## src/rtl/fracn_pkg.sv

```systemverilog
package fracn_pkg;
  // Strobes from the control half to the datapath half
  typedef struct packed {
    logic advance;   // step the accumulator and reload the ratio
    logic capture;   // a new word is being taken into the pending register
  } fracnStrobe_t;
endpackage

```

## src/rtl/fracn_ctrl.sv

```systemverilog
module fracn_ctrl
  import fracn_pkg::*;
#(
  parameter int WORD_W = 19
) (
  input  logic              clk,
  input  logic              rstN,
  input  logic              refTick,
  input  logic              wrEn,
  input  logic [WORD_W-1:0] wrWord,
  output fracnStrobe_t      strobe,
  output logic [WORD_W-1:0] cfgWord
);
  logic [WORD_W-1:0] pendingWord;

  always_comb begin
    strobe.advance = refTick;
    strobe.capture = wrEn;
  end

  // The step in this cycle sees the old word; the write lands after it
  always_ff @(posedge clk) begin
    if (!rstN)       pendingWord <= '0;
    else if (wrEn)   pendingWord <= wrWord;
  end

  assign cfgWord = pendingWord;

  a_r6_pending_held: assert property (@(posedge clk) disable iff (!rstN)
    !wrEn |=> $stable(cfgWord));
endmodule

```

## src/rtl/fracn_dp.sv

```systemverilog
module fracn_dp
  import fracn_pkg::*;
#(
  parameter int FRAC_W   = 4,
  parameter int A_W      = 5,
  parameter int B_W      = 10,
  parameter int PRESCALE = 32,
  parameter int RATIO_W  = 16
) (
  input  logic                      clk,
  input  logic                      rstN,
  input  fracnStrobe_t              strobe,
  input  logic [FRAC_W+A_W+B_W-1:0] cfgWord,
  output logic [FRAC_W-1:0]         residue,
  output logic                      modSel,
  output logic [RATIO_W-1:0]        ratio
);
  logic [FRAC_W-1:0]  fracF;
  logic [A_W-1:0]     fieldA;
  logic [B_W-1:0]     fieldB;
  logic [FRAC_W:0]    nextSum;
  logic [RATIO_W-1:0] baseRatio;

  assign fracF  = cfgWord[FRAC_W-1:0];
  assign fieldA = cfgWord[FRAC_W +: A_W];
  assign fieldB = cfgWord[FRAC_W+A_W +: B_W];

  always_comb begin
    nextSum   = {1'b0, residue} + {1'b0, fracF};
    baseRatio = RATIO_W'(fieldB) * RATIO_W'(PRESCALE) + RATIO_W'(fieldA);
  end

  always_ff @(posedge clk) begin
    if (!rstN) begin
      residue <= '0;
      modSel  <= 1'b0;
      ratio   <= '0;
    end else if (strobe.advance) begin
      residue <= nextSum[FRAC_W-1:0];
      modSel  <= nextSum[FRAC_W];
      ratio   <= baseRatio + RATIO_W'(nextSum[FRAC_W]);
    end
  end

  a_r1_reset_clear: assert property (@(posedge clk)
    $rose(rstN) |-> (residue == '0 && !modSel && ratio == '0));

  a_r2_residue_step: assert property (@(posedge clk) disable iff (!rstN)
    strobe.advance |=> residue == FRAC_W'($past(residue) + $past(fracF)));

  a_r3_wrap_select: assert property (@(posedge clk) disable iff (!rstN)
    strobe.advance |=> (modSel == (residue < $past(residue))));

  a_r5_hold: assert property (@(posedge clk) disable iff (!rstN)
    !strobe.advance |=> ($stable(residue) && $stable(modSel) && $stable(ratio)));

  a_r8_zero_fraction: assert property (@(posedge clk) disable iff (!rstN)
    (strobe.advance && fracF == '0) |=> !modSel);
endmodule

```

## src/rtl/fracn_divctl.sv

```systemverilog
module fracn_divctl
  import fracn_pkg::*;
#(
  parameter int FRAC_W   = 4,
  parameter int A_W      = 5,
  parameter int B_W      = 10,
  parameter int PRESCALE = 32
) (
  input  logic                                   clk,
  input  logic                                   rstN,
  input  logic                                   refTick,
  input  logic                                   wrEn,
  input  logic [FRAC_W+A_W+B_W-1:0]              wrWord,
  output logic                                   modSel,
  output logic [B_W+$clog2(PRESCALE)+1-1:0]      ratio,
  output logic [FRAC_W-1:0]                      residue
);
  localparam int WORD_W  = FRAC_W + A_W + B_W;
  localparam int RATIO_W = B_W + $clog2(PRESCALE) + 1;

  fracnStrobe_t      strobe;
  logic [WORD_W-1:0] cfgWord;

  fracn_ctrl #(.WORD_W(WORD_W)) u_ctrl (
    .clk(clk), .rstN(rstN), .refTick(refTick), .wrEn(wrEn),
    .wrWord(wrWord), .strobe(strobe), .cfgWord(cfgWord)
  );

  fracn_dp #(
    .FRAC_W(FRAC_W), .A_W(A_W), .B_W(B_W),
    .PRESCALE(PRESCALE), .RATIO_W(RATIO_W)
  ) u_dp (
    .clk(clk), .rstN(rstN), .strobe(strobe), .cfgWord(cfgWord),
    .residue(residue), .modSel(modSel), .ratio(ratio)
  );
endmodule

```

## config.mk

```make
export PLATFORM = sky130hd
export DESIGN_NAME = fracn_divctl
export DESIGN_NICKNAME = d
export VERILOG_FILES = /design/src/rtl/fracn_pkg.sv /design/src/rtl/fracn_ctrl.sv /design/src/rtl/fracn_dp.sv /design/src/rtl/fracn_divctl.sv
export SDC_FILE = /design/constraint.sdc
export NUM_CORES = 1
export LEC_CHECK = 0
export BUFFER_PORTS_ARGS = -buffer_cell sky130_fd_sc_hd__buf_2
export CAP_MARGIN = 20
export CORE_AREA = 5 5 69 71
export CTS_CLUSTER_SIZE = 8
export DETAILED_ROUTE_END_ITERATION = 12
export DIE_AREA = 0 0 74 76
export PLACE_DENSITY = 0.74
export SLEW_MARGIN = 15
export SYNTH_ARGS = -nofsm -noshare
export SYNTH_HDL_FRONTEND = slang
export SYNTH_SLANG_ARGS = --single-unit
```

## constraint.sdc

```tcl
create_clock -name clk -period 6.4 [get_ports clk]
set_input_delay 0.64 -clock clk [delete_from_list [all_inputs] [get_ports clk]]
set_output_delay 0.64 -clock clk [all_outputs]
set_load 0.02 [all_outputs]
```

==> summary.md <==
| Metric | Value |
|---|---|
| Sw power | 0.1318 mW |
| Drt total wl | ~3.7 mm |
| Finished Layout Cells | roughly 280 |
| Post-Route Skew | a little under 0.003 ns |
| Routed vias | between 1k and 1.5k |
| Die height | around 76 µm |
| RSZ-0062 raised after global routing | false |
| # nets final | about 260 |
| Cell area after synthesis | 1782 µm² |
| Leakage power | roughly 0.94 nW |
| Most common cell after layout, fill and taps aside | buf_2 |
| Final Max Tran Viols | 0 |
| Warnings from Yosys | 0 |
| CTS H-tree lvls | 2 |
| CTS Buf Count | 5 |
| RePlAce Congestion | just under 0.8 |
| Hold Buf Count CTS | 0 |
| Overall routing resource usage | between 10% and 20% |
| Crit-path cells | ha_1 -> fa_1 -> a21o_1 -> a21o_1 -> ha_1 -> ha_1 -> nand2_1 -> nor3_1 -> xnor2_1 -> a21oi_1 |
| Final hold viol count | 0 |
| Synth unique cells | 27 |
| Most frequent cells in the layout | 43 x buf_2, 40 x dfxtp_1, 32 x nor2_1 |
| Placed Cells | between 200 and 300 |
| Min setup slack post-route | about 4.0 ns |
| Run status | finished, final reports clean |
| Worst Setup Start Kind | flip-flop |
| Post-layout min period | 2.414 ns |
| Crit path max fanout | 5 |
| Achievable Freq | slightly above 0.4 GHz |
| Avg Inst Size Synth | roughly 9.6 µm² |
| Main synth FF type | dfxtp_1 |
| Average routed wire per standard cell | 13.21 µm |
| Slowest CP cell | fa_1 |
| Area leader, netlist | dfxtp_1 |
| PD cells | between 200 and 250 nW/µm² |
| Cell repeated most along the worst path | ha_1 |
| Dpl hpwl | between 2 and 3 mm |
| Crit path required time | around 6.6 ns |
| Vias/cell | between 5 and 6 |
| Buffers & Inverters on Critical Path | 0 |
| Register area share after synthesis | 44.94% |
| Initial Util | a little over two fifths |
| Setup_tns | 0 ns |
| Synthesis-to-layout area growth | 18.26% |
| Initial antenna violation count | 0 |
| Cts repair resizes | 0 |
| Remaining antenna violation count | 0 |
| Pin count of the biggest net entering global routing | 39 |
| # rows | 24 |
| Setup CP Type | flip-flop to flip-flop |
| Relative slew slack | approximately two fifths |
| Largest cells by area after synthesis | dfxtp_1 45%, mux2i_1 13%, nor2_1 6.7% |
| Multi-input gate area | 928.4 µm² |
| Final Core Density | between 50 and 60% |
| Worst Hold Class | flip-flop to flip-flop |
| Max-Cap Viols | 0 |
| First drt pass iteration count | 4 |
| Slew @ Worst Pin | around 0.9 ns |
| Top cell type's share of synthesized area | 44.94% |
| Sink Count | 40 |
| CP endpoint kind | flip-flop |
| Initial drt markers | about 120 |
| Postcts setup bufs | 0 |
| EDFF count, synth | 0 |
| CTS tree | built |
| Logic pwr share | about an eighth |
| Pre-CTS WS | 4.007 ns |
| Die width | between 70 and 80 µm |
| CP max stage delay | slightly above 0.4 ns |
| Int Power | between 0.3 and 0.4 mW |
| Clk pwr share | between 30% and 40% |
| Fill cells | between 300 and 400 |
| Residual DRC count | 0 |
| CTS max path bufs | 2 |
| Vias in the first global route | roughly 1.4k |
| Pwr Total | roughly 0.5 mW |
| PortBufs | 43 |
| Latest clock arrival within the worst-skew pair | approximately 0.29 ns |
| Seq pwr share | a little over half |
| Yosys reg bits | 40 |
| First-pass GRT wire length | 6.272 mm |
| Part of the cycle the worst path needs | about 38% |
| Syn Nets | ~220 |
| Delay-heaviest family, CP | adder cells |
| WP data arrival | 2.56 ns |
| Die area | 5624 µm² |
| Grt ovf | 0 |
| Root buf cell | clkbuf_8 |
| Top Ports | 44 |
| Core footprint | 4174 µm² |
| Hold slack | approximately 0.47 ns |
| Post-Layout Inst Area | between 2000 and 2500 µm² |
| Sequential cell area | ~800 µm² |
| Sw Share | 25.80% |
| Cells after Synth | approximately 190 |
| Clock edge transition at the registers on the reported setup and hold paths | about 0.070 ns |
| Dpl cell area | just over 2000 µm² |
| Fraction of registers with async set/reset | 0% |
| Layout cells sized above 1 | 24.34% |
| Peak supply drop | about 140 µV |
| # setup viols final | 0 |
| Ant. Diodes | 0 |
## Yosys cell counts, types with 3 or more instances
cell type and n:
nor3_1 3, nor4_2 3, a211oi_1 3, nand4_1 3, xnor2_1 10, nand3_1 5, mux2i_1 24, ha_1 6
buf_2 3, a21o_1 3, dfxtp_1 40, o21ai_0 12, a21oi_1 10, nand2_1 6, clkbuf_1 7, nor2_1 32
## per-layer routing
layer	track usage [%]	share of wire (%)	up-vias
li1	-	-	723
met2	20.66	44	38
met5	0	0	-
met1	18.85	47	633
met3	5.541	6.7	4
met4	4.891	1.6	0
## final timing paths
path / start / cells after the start / to / slack, ns
worst max-delay path: u_dp.residue[0] / 10 / u_dp.ratio[10] / 3.99
worst max register to register: u_dp.residue[0] / 10 / u_dp.ratio[10] / 3.99
worst min-delay path: u_dp.ratio[15] / 2 / u_dp.ratio[15] / 0.47
worst min register to register: u_dp.ratio[15] / 2 / u_dp.ratio[15] / 0.47
## power groups by stage
stage	registers, mW	clock network (mW)	logic (mW)
2_1_floorplan	0.288	0	0.0365
3_3_place_gp	0.282	0	0.0635
3_5_place_dp	0.282	0	0.0645
4_1_cts	0.277	0.177	0.0648
5_1_grt	0.279	0.185	0.0720
6_report	0.276	0.171	0.0638
## area by class of cell
type | instances | share of cell area [%]
clock buffer | 8 | 4.276
inverter | 2 | 0.3563
timing repair buffer | 43 | 10.21
tap | 52 | 3.088
multi-input combinational | 133 | 44.06
sequential | 40 | 38.00
## tightest hold or removal path, cell delays in order, from the launching register on
cell	delay (ns)
dfxtp_1	0.32
nand2_1	0.05
o21ai_0	0.06
## registers in the layout, indices dropped and copies added, names as in the netlist
name / count
u_ctrl.cfgWord: 19
u_dp.modSel: 1
u_dp.residue: 4
u_dp.ratio: 16
## kinds of logic (layout without fill, tap and decap cells)
logic type,Yosys count,in the layout,share of synthesized area [%]
buf+inv,13,53,2.949
flops,40,40,44.94
simple gates,59,59,17.27
compound gates,31,31,10.11
fa+ha+maj,7,7,5.337
xor+xnor,12,12,5.899
mux,24,24,13.48
Note: power is estimated with default switching activity, not from simulation.
